**config.mk**
```make
export PLATFORM = sky130hd
export DESIGN_NAME = tlb_assoc
export DESIGN_NICKNAME = d
export VERILOG_FILES = /design/src/rtl/tlb_pkg.sv /design/src/rtl/tlb_way.sv /design/src/rtl/tlb_victim.sv /design/src/rtl/tlb_assoc.sv
export SDC_FILE = /design/constraint.sdc
export NUM_CORES = 2
export LEC_CHECK = 0
export BUFFER_PORTS_ARGS = -buffer_cell sky130_fd_sc_hd__buf_2
export CAP_MARGIN = 25
export CORE_MARGIN = 2
export CORE_UTILIZATION = 45
export CTS_CLUSTER_DIAMETER = 100
export DETAILED_ROUTE_END_ITERATION = 7
export RECOVER_POWER = 25
export SLEW_MARGIN = 0
export SYNTH_ARGS = -nofsm -noshare
export SYNTH_HDL_FRONTEND = slang
export SYNTH_SLANG_ARGS = --single-unit
```
**constraint.sdc**
```tcl
create_clock -name clk -period 11.55 [get_ports clk]
set_input_delay 1.7325 -clock clk [delete_from_list [all_inputs] [get_ports clk]]
set_output_delay 1.7325 -clock clk [all_outputs]
set_load 0.01 [all_outputs]
```
**src/rtl/tlb_pkg.sv**
```systemverilog
package tlb_pkg;

   localparam int unsigned TLB_MAX_WAYS = 16;

   // index of the lowest clear bit; all-ones input returns 0
   function automatic int unsigned tlb_first_zero(input logic [TLB_MAX_WAYS-1:0] v);
      int unsigned r;
      r = 0;
      for (int i = TLB_MAX_WAYS - 1; i >= 0; i--) begin
         if (!v[i]) r = i;
      end
      return r;
   endfunction

   // index of the lowest set bit; zero input returns 0
   function automatic int unsigned tlb_first_one(input logic [TLB_MAX_WAYS-1:0] v);
      int unsigned r;
      r = 0;
      for (int i = TLB_MAX_WAYS - 1; i >= 0; i--) begin
         if (v[i]) r = i;
      end
      return r;
   endfunction

endpackage

```
**src/rtl/tlb_way.sv**
```systemverilog
module tlb_way #(
   parameter int SETS  = 16,
   parameter int IDX_W = 4,
   parameter int TAG_W = 16,
   parameter int PTE_W = 32
) (
   input  logic             clk,
   input  logic             rst_n,
   input  logic             flush,
   input  logic             we,
   input  logic [IDX_W-1:0] wr_idx,
   input  logic [TAG_W-1:0] wr_tag,
   input  logic [PTE_W-1:0] wr_pte,
   input  logic [IDX_W-1:0] rd_idx,
   input  logic [TAG_W-1:0] rd_tag,
   output logic             rd_hit,
   output logic [PTE_W-1:0] rd_pte,
   input  logic [IDX_W-1:0] fl_idx,
   input  logic [TAG_W-1:0] fl_tag,
   output logic             fl_hit,
   output logic             fl_valid
);

   logic [SETS-1:0]  vld_q;
   logic [TAG_W-1:0] tag_q [SETS];
   logic [PTE_W-1:0] pte_q [SETS];

   always_ff @(posedge clk) begin
      if (!rst_n) begin
         vld_q <= '0;
      end else if (flush) begin
         vld_q <= '0;
      end else if (we) begin
         vld_q[wr_idx] <= 1'b1;
      end
   end

   always_ff @(posedge clk) begin
      if (we && !flush) begin
         tag_q[wr_idx] <= wr_tag;
         pte_q[wr_idx] <= wr_pte;
      end
   end

   always_comb begin
      rd_hit   = vld_q[rd_idx] && (tag_q[rd_idx] == rd_tag);
      rd_pte   = pte_q[rd_idx];
      fl_valid = vld_q[fl_idx];
      fl_hit   = fl_valid && (tag_q[fl_idx] == fl_tag);
   end

endmodule

```
**src/rtl/tlb_victim.sv**
```systemverilog
module tlb_victim
   import tlb_pkg::*;
#(
   parameter int WAYS  = 4,
   parameter int SETS  = 16,
   parameter int IDX_W = 4,
   parameter int WAY_W = 2
) (
   input  logic             clk,
   input  logic             rst_n,
   input  logic             flush,
   input  logic             fill_en,
   input  logic [IDX_W-1:0] set_idx,
   input  logic [WAYS-1:0]  valid_vec,
   input  logic [WAYS-1:0]  hit_vec,
   output logic [WAY_W-1:0] way_sel
);

   localparam int PAD = TLB_MAX_WAYS - WAYS;

   logic [WAY_W-1:0] ptr_q [SETS];
   logic             hit_any;
   logic             full;
   logic [WAY_W-1:0] hit_way;
   logic [WAY_W-1:0] free_way;
   logic [TLB_MAX_WAYS-1:0] valid_ext;
   logic [TLB_MAX_WAYS-1:0] hit_ext;

   generate
      if (PAD > 0) begin : g_pad
         assign valid_ext = {{PAD{1'b1}}, valid_vec};
         assign hit_ext   = {{PAD{1'b0}}, hit_vec};
      end else begin : g_nopad
         assign valid_ext = valid_vec;
         assign hit_ext   = hit_vec;
      end
   endgenerate

   always_comb begin
      hit_any  = |hit_vec;
      full     = &valid_vec;
      hit_way  = WAY_W'(tlb_first_one(hit_ext));
      free_way = WAY_W'(tlb_first_zero(valid_ext));
      if (hit_any)    way_sel = hit_way;
      else if (!full) way_sel = free_way;
      else            way_sel = ptr_q[set_idx];
   end

   always_ff @(posedge clk) begin
      if (!rst_n || flush) begin
         for (int s = 0; s < SETS; s++) ptr_q[s] <= '0;
      end else if (fill_en && !hit_any && full) begin
         ptr_q[set_idx] <= ptr_q[set_idx] + 1'b1;
      end
   end


   free_way_chk: assert property (@(posedge clk) disable iff (!rst_n)
      (fill_en && !hit_any && !full) |-> !valid_vec[way_sel]);


   ptr_step_chk: assert property (@(posedge clk) disable iff (!rst_n)
      (fill_en && !flush && !hit_any && full) |=> (ptr_q[$past(set_idx)] == $past(way_sel) + 1'b1));

endmodule

```
**src/rtl/tlb_assoc.sv**
```systemverilog
module tlb_assoc #(
   parameter int WAYS  = 4,
   parameter int SETS  = 16,
   parameter int VPN_W = 20,
   parameter int PTE_W = 32
) (
   input  logic             clk,
   input  logic             rst_n,
   input  logic [VPN_W-1:0] lk_vpn,
   output logic             lk_hit,
   output logic [PTE_W-1:0] lk_pte,
   input  logic             fl_en,
   input  logic [VPN_W-1:0] fl_vpn,
   input  logic [PTE_W-1:0] fl_pte,
   input  logic             inv_all
);

   localparam int IDX_W = $clog2(SETS);
   localparam int TAG_W = VPN_W - IDX_W;
   localparam int WAY_W = $clog2(WAYS);

   generate
      if ((1 << IDX_W) != SETS) begin : g_bad_sets
         $error("SETS must be a power of two");
      end
      if (WAYS < 2 || WAYS > tlb_pkg::TLB_MAX_WAYS || (1 << WAY_W) != WAYS) begin : g_bad_ways
         $error("WAYS must be a power of two between 2 and 16");
      end
      if (TAG_W < 1) begin : g_bad_vpn
         $error("VPN_W must exceed the index width");
      end
   endgenerate

   logic [IDX_W-1:0] lk_idx, fl_idx;
   logic [TAG_W-1:0] lk_tag, fl_tag;
   logic [WAYS-1:0]  lk_hit_vec, fl_hit_vec, fl_vld_vec;
   logic [PTE_W-1:0] way_pte [WAYS];
   logic [WAY_W-1:0] victim;

   assign lk_idx = lk_vpn[IDX_W-1:0];
   assign lk_tag = lk_vpn[VPN_W-1:IDX_W];
   assign fl_idx = fl_vpn[IDX_W-1:0];
   assign fl_tag = fl_vpn[VPN_W-1:IDX_W];

   generate
      for (genvar w = 0; w < WAYS; w++) begin : g_way
         tlb_way #(
            .SETS (SETS),
            .IDX_W(IDX_W),
            .TAG_W(TAG_W),
            .PTE_W(PTE_W)
         ) u_way (
            .clk     (clk),
            .rst_n   (rst_n),
            .flush   (inv_all),
            .we      (fl_en && (victim == WAY_W'(w))),
            .wr_idx  (fl_idx),
            .wr_tag  (fl_tag),
            .wr_pte  (fl_pte),
            .rd_idx  (lk_idx),
            .rd_tag  (lk_tag),
            .rd_hit  (lk_hit_vec[w]),
            .rd_pte  (way_pte[w]),
            .fl_idx  (fl_idx),
            .fl_tag  (fl_tag),
            .fl_hit  (fl_hit_vec[w]),
            .fl_valid(fl_vld_vec[w])
         );
      end
   endgenerate

   tlb_victim #(
      .WAYS (WAYS),
      .SETS (SETS),
      .IDX_W(IDX_W),
      .WAY_W(WAY_W)
   ) u_victim (
      .clk      (clk),
      .rst_n    (rst_n),
      .flush    (inv_all),
      .fill_en  (fl_en),
      .set_idx  (fl_idx),
      .valid_vec(fl_vld_vec),
      .hit_vec  (fl_hit_vec),
      .way_sel  (victim)
   );

   always_comb begin
      lk_pte = '0;
      for (int w = 0; w < WAYS; w++) begin
         if (lk_hit_vec[w]) lk_pte = lk_pte | way_pte[w];
      end
      lk_hit = |lk_hit_vec;
   end


   single_match_chk: assert property (@(posedge clk) disable iff (!rst_n)
      $onehot0(lk_hit_vec) && $onehot0(fl_hit_vec));


   inv_clear_chk: assert property (@(posedge clk) disable iff (!rst_n)
      inv_all |=> !lk_hit);


   fill_visible_chk: assert property (@(posedge clk) disable iff (!rst_n)
      (fl_en && !inv_all) ##1 (lk_vpn == $past(fl_vpn))
      |-> (lk_hit && lk_pte == $past(fl_pte)));


   miss_zero_chk: assert property (@(posedge clk) disable iff (!rst_n)
      !lk_hit |-> (lk_pte == '0));

endmodule

```
# Word-level counts from Yosys, hierarchy flattened
# Memories as Yosys holds them, arrays and structs flattened.
# Cells that the tools add are included.
# op_classes
eq_ne	11
n_bitwise	8
reduce_logical	29
muxes	48
n_addsub	1
order_cmp	3
# op_table
operator	n
== test 16 bit	8
2-to-1 mux 32 bit	4
bitwise OR 32 bit	3
bitwise OR 16 bit	4
binary-select mux 1 bit (select 4 bit)	8
2-to-1 mux 1 bit	23
2-to-1 mux 2 bit	11
logical AND 1 bit	19
< comparator 4 x 5 -> 1 bit, second input constant	2
OR reduction 4 bit	2
demux 1 bit (select 4 bit)	1
== test 2 bit, second input constant	2
>= comparator 4 x 1 -> 1 bit, second input constant	1
2-to-1 mux 4 bit	1
AND reduction 4 bit	1
OR reduction 2 bit	2
zero test 1 bit	3
adder 2 x 1 -> 2 bit, second input constant	1
== test 2 x 1 -> 1 bit, second input constant	1
zero test 2 bit	1
logical OR 1 bit	1
NOT 1 bit	1
# word_totals
n_memories	9
regBits	64
mem_bits_rw	3104
input_bits	76
out_inout_bits	33
# memory_table
memory	words	width	read_ports	rd_ports_with_merged_regs	write_ports	line	text
g_way[0].u_way.pte_q	16	32	1	0	1	tlb_way.sv:26	logic [PTE_W-1:0] pte_q [SETS];
g_way[1].u_way.pte_q	16	32	1	0	1	tlb_way.sv:26	
g_way[2].u_way.pte_q	16	32	1	0	1	tlb_way.sv:26	
g_way[3].u_way.pte_q	16	32	1	0	1	tlb_way.sv:26	
g_way[0].u_way.tag_q	16	16	2	0	1	tlb_way.sv:25	logic [TAG_W-1:0] tag_q [SETS];
g_way[1].u_way.tag_q	16	16	2	0	1	tlb_way.sv:25	
+3 memories	-	-	-	-	-	-	

# Logic depth before layout (Yosys ltp)
# logic_depth
depth_word	13
mapped_depth	17
depth_no_buf	10

# Modules after synthesis
# From an unflattened synthesis, not the netlist that was laid out.
# unflattened
cells_unflattened	6022
hier_area_um2	132268.1
# modules_own_cells
module	cells_each	seq_area_each_um2	area_each_um2	instances
tlb_way	1443	23382.4	32446.1	4
tlb_victim	132	960.9	1759.2	1
tlb_assoc	118	0.0	724.4	1

# Worst setup path before layout
# Ideal clock, no wire load.
# synth_path
path_kind	input to register
from	input fl_vpn[0]
to	memory g_way[3].u_way.pte_q[10][0], enable pin
stages	13
required_time_ns	10.977
t_arrival_ns	8.775
setup_slack_ns	2.202
setup_ns	0.573
cell_sequence	buf_6 > buf_12 > buf_8 > mux2_1 > o22ai_1 > nor3_1 > nor4_2 > a31oi_1 > or4b_1 > o22ai_1 > o211ai_1 > clkbuf_1 > nor4_1
# synth_via
elab_chain_len	13
elab_cells_between_ends	38
# synth_lines
item	line	text
from (decl)	tlb_assoc.sv:13	input logic [VPN_W-1:0] fl_vpn,
memory (16 x 16 bit) or binary-select mux 1 bit (select 4 bit) (tied branches)	-	
== test 16 bit or 2-to-1 mux 1 bit (tied branches)	tlb_way.sv:49, tlb_way.sv:48	
logical AND 1 bit or 2-to-1 mux 2 bit (tied branches)	tlb_way.sv:49, tlb_pkg.sv:10	
2-to-1 mux 2 bit (on tied branches) (3 in a row)	tlb_pkg.sv:20, tlb_pkg.sv:10	
2-to-1 mux 2 bit (on tied branches)	tlb_pkg.sv:20, tlb_victim.sv:45	
2-to-1 mux 2 bit	tlb_victim.sv:44	if (hit_any) way_sel = hit_way;
== test 2 bit	tlb_assoc.sv:56	.we (fl_en && (victim == WAY_W'(w))),
logical AND 1 bit	tlb_assoc.sv:56	
logical AND 1 bit	tlb_way.sv:39	if (we && !flush) begin
2-to-1 mux 1 bit	tlb_way.sv:39	
2-to-1 mux 1 bit (implied by the code)	tlb_way.sv:41	pte_q[wr_idx] <= wr_pte;
to (decl)	tlb_way.sv:26	
# Parallel ways exist; a longest one is shown, timed or not. The select of a mux whose other input is x is not followed.

# Final worst setup path
# layout_path
from	input lk_vpn[0]
to	output lk_pte[14]
# layout_via
elab_chain_len	10
elab_cells_between_ends	31
# layout_lines
item	line	text
from (decl)	tlb_assoc.sv:9	input logic [VPN_W-1:0] lk_vpn,
memory (16 x 16 bit) or binary-select mux 1 bit (select 4 bit) (tied branches)	-	
== test 16 bit or 2-to-1 mux 1 bit (tied branches)	tlb_way.sv:46	rd_hit = vld_q[rd_idx] && (tag_q[rd_idx] == rd_tag);
logical AND 1 bit	tlb_way.sv:46	
2-to-1 mux 32 bit	tlb_assoc.sv:91	if (lk_hit_vec[w]) lk_pte = lk_pte | way_pte[w];
bitwise OR 32 bit	tlb_assoc.sv:91	
2-to-1 mux 32 bit	tlb_assoc.sv:91	
bitwise OR 32 bit	tlb_assoc.sv:91	
2-to-1 mux 32 bit	tlb_assoc.sv:91	
bitwise OR 32 bit	tlb_assoc.sv:91	
2-to-1 mux 32 bit *	tlb_assoc.sv:91	
to (decl)	tlb_assoc.sv:11	output logic [PTE_W-1:0] lk_pte,
# Mark *: on every way between the ends. The rest lies on a longest branch, timed or not. The select of a mux whose other input is x is not followed.

==> run summary <==
Clk_skew: 0.0527 ns
Design Power: 0.0248 W
Slew headroom: -116%
Violated checks: max-capacitance violations, max-slew violations
Clock transition at the registers of the reported paths: 0.07 ns
Crit path capture type: output port
Number of CTS-inserted buffers: 334
PortBufs: 108
Die Ht: 546 um
Vias in the first global route: 68,700
Commonest non-fill, non-tap cell in the layout: edfxtp_1
Place WS: 2.54 ns
Total grt overflow: 0
Post-synthesis async set-or-reset flop share: 0%
TritonCTS clock tree: done
Final Net Count: 6,460
Final setup vio count: 0
Synth unique cells: 79
Final Core Density: 51.2%
Max clock buf depth: 4
Seq/Total Area, Yosys: 71.6%
Startpoint types: input pin
Clock power frac: 42.8%
Crit path max-delay cell type: xnor2_1
Maxcap violations: 33
Critical path class: input pin to output port
Final period util: 78.4%
Area grow syn2layout: 13.0%
CP max FO: 89
Pre-antenna DRT Iters: 6
EDFF count, synth: 3,104
Later-pin clock latency in the skew report: 0.94 ns
GP Congestion: 0.926
Syn. warnings: 0
Final hold slack: 0.469 ns
Switching power: 0.00546 W
Wire per inst: 37.8 um
CTS resizes: 0
Combinational fraction of design power: 6.0%
Post-DP HPWL: 236,000 um
Status: finished with violations
Syn Std Cell Area: 132,000 um^2
Largest net degree at the start of global routing: 133
Initial antenna violation count: 18
Starting DRT DRC Count: 9,896
Mean post-synth cell area: 21.7 um^2
Post-Syn Nets: 6,157
Critical R2R Launch: g_way[3].u_way.tag_q[12][5]
First-pass GRT wire length: 556,000 um
Max Slew Vio Count: 1,793
VDD IR max: 0.129 mV
CP arrival: 7.32 ns
Seq pwr share: 51.1%
Worst min-delay path startpoint: g_way[1].u_way.vld_q[2]
Post-CTS Setup Inserts: 0
Most frequent cells in the layout: edfxtp_1, mux4_2, clkbuf_16, mux2i_1, buf_4
GRT Util Overall: 26.7%
Htree depth: 5
Synthesized flop and latch total: 3,168
Leakage: 46.6 nW
Placeable Area: 291,000 um^2
Hold_buf cts: 0
Unrepaired setup endpoints after global routing: no
Final hold violation count: 0
Fin crit period: 9.05 ns
Pwr per Cell Area: 166 nW/um^2
Share of cells above drive strength 1: 31.7%
Worst slew pin tran: 3.24 ns
Via density: 6.52
Hold Crit Class: flip-flop to flip-flop
WL final: 400,000 um
Final worst setup slack: 2.50 ns
I/O pin cnt: 109
Remaining DRCs: 0
Top achievable clock speed: 110 MHz
Die area: 298,000 um^2
DIE WIDTH: 546 um
Antenna-violating nets left: 0
Clk root buf: clkbuf_16
Starting density of the core: 45.3%
Sw frac: 22.0%
Setup TNS: 0 ns
Vias: 69,000
Crit path from: lk_vpn[0]
Cells after synthesis: 6,081
Req. time, crit path: 9.82 ns
Internal Power: 0.0193 W
Std-Cell Rows: 198
Critical path's largest stage delay: 0.91 ns
Top_reg_cell synth: edfxtp_1
Crit path cell chain: buf_12 -> buf_4 -> mux4_2 -> mux4_2 -> xnor2_1 -> nand4_1 -> nor3_1 -> nand4_1 -> buf_4 -> o22ai_1 -> a221o_1 -> buf_2
CTS sink count: 3,168
## worst paths after layout
path              cells after the start                     endpoint  slack, ns
setup / recovery                     12                   lk_pte[14]       2.50
hold / removal                        2      g_way[1].u_way.vld_q[2]       0.47
hold reg to reg                       2      g_way[1].u_way.vld_q[2]       0.47
setup reg to reg                     12  g_way[1].u_way.pte_q[1][27]       5.29
## cell type report
type                    instances  area, um^2
flip-flops and latches       3168       94500
diodes                         12        30.0
fillers                     23000      142000
clock buffers                 406        8730
multi-input cells            2417       35700
clock inverters               205        2020
repair buffers                378        2950
well taps                    3900        4880
inverters                      85         320
## synthesized netlist by cell type, types with 5 or more instances
cell type | number | share of area (%)
a2111oi_0 | 6 | 0.040
a211oi_1 | 26 | 0.15
a21oi_1 | 39 | 0.15
a221o_1 | 33 | 0.25
a221oi_1 | 12 | 0.080
a22o_1 | 23 | 0.15
a22oi_1 | 58 | 0.33
a31oi_1 | 8 | 0.038
and3_1 | 8 | 0.038
buf_1 | 79 | 0.22
buf_2 | 67 | 0.25
buf_4 | 20 | 0.11
buf_6 | 19 | 0.16
buf_8 | 6 | 0.068
clkbuf_1 | 216 | 0.61
dfxtp_1 | 64 | 0.97
edfxtp_1 | 3104 | 71
inv_1 | 81 | 0.23
mux2_2 | 58 | 0.49
mux2i_1 | 222 | 1.7
mux4_2 | 1156 | 20
nand2_1 | 119 | 0.34
nand2b_1 | 9 | 0.043
nand3_1 | 38 | 0.14
nand4_1 | 31 | 0.15
nor2_1 | 104 | 0.30
nor2b_1 | 22 | 0.10
nor3_1 | 33 | 0.13
nor3_2 | 6 | 0.046
nor3b_1 | 10 | 0.057
nor4_1 | 19 | 0.090
o2111ai_1 | 5 | 0.033
o211ai_1 | 7 | 0.040
o21ai_0 | 66 | 0.25
o21ai_1 | 15 | 0.057
o21ai_2 | 10 | 0.066
o22ai_1 | 66 | 0.31
or2_2 | 12 | 0.057
or3_1 | 5 | 0.024
xnor2_1 | 97 | 0.64
xor2_1 | 26 | 0.17
## state kept, by name (all words and copies together), names as in the netlist
signal,count
g_way.u_way.pte_q,2048
g_way.u_way.tag_q,1024
g_way.u_way.vld_q,64
u_victim.ptr_q,32
## power by group through the flow
stage / Clock (W) / Sequential [W] / Combinational [W]
2_1_floorplan: 0 / 0.0129 / 0.000868
3_3_place_gp: 0 / 0.0129 / 0.00147
3_5_place_dp: 0 / 0.0129 / 0.00148
4_1_cts: 0.0108 / 0.0127 / 0.00149
5_1_grt: 0.0112 / 0.0127 / 0.00155
6_report: 0.0106 / 0.0127 / 0.00149
## cell families (layout without fill, tap and decap cells)
kind of cell           after synthesis  count (layout)  share of synthesized area, %
AO/OA/AOI/OAI                      421             421                          2.29
flip-flops                        3168            3168                          71.6
buffers and inverters              496            1074                          1.73
XOR/XNOR                           123             123                         0.816
AND/OR/NAND/NOR                    436             436                          1.65
multiplexers                      1437            1437                          21.9
other                                0              12                             0
## metal layers
metal	share of wire (%)	wire, um	global-route usage (%)	up-vias
met4	4.4	17500	10.1	10
met1	39	157000	37.5	37500
met3	9.9	39700	5.63	748
met2	47	186000	41.2	4010
met5	0.020	81	0	-
li1	-	-	-	26700
## worst max-delay path: cells and delay by family
kind                      cells  cell delay (ns)
muxes                         2             1.05
and+or+nand+nor               3             0.57
buffers and inverters         4             1.68
xor gates and xnor gates      1             0.91
AOI/OAI and AO/OA             2             1.16
## stage by stage
stage	cells	area, um^2
global placement	9912	138000
CTS	10500	149000
detailed placement	9928	138000
global route	10600	149000
floorplan	6081	132000
finish	10600	149000
(Power assumes the default switching activity.)
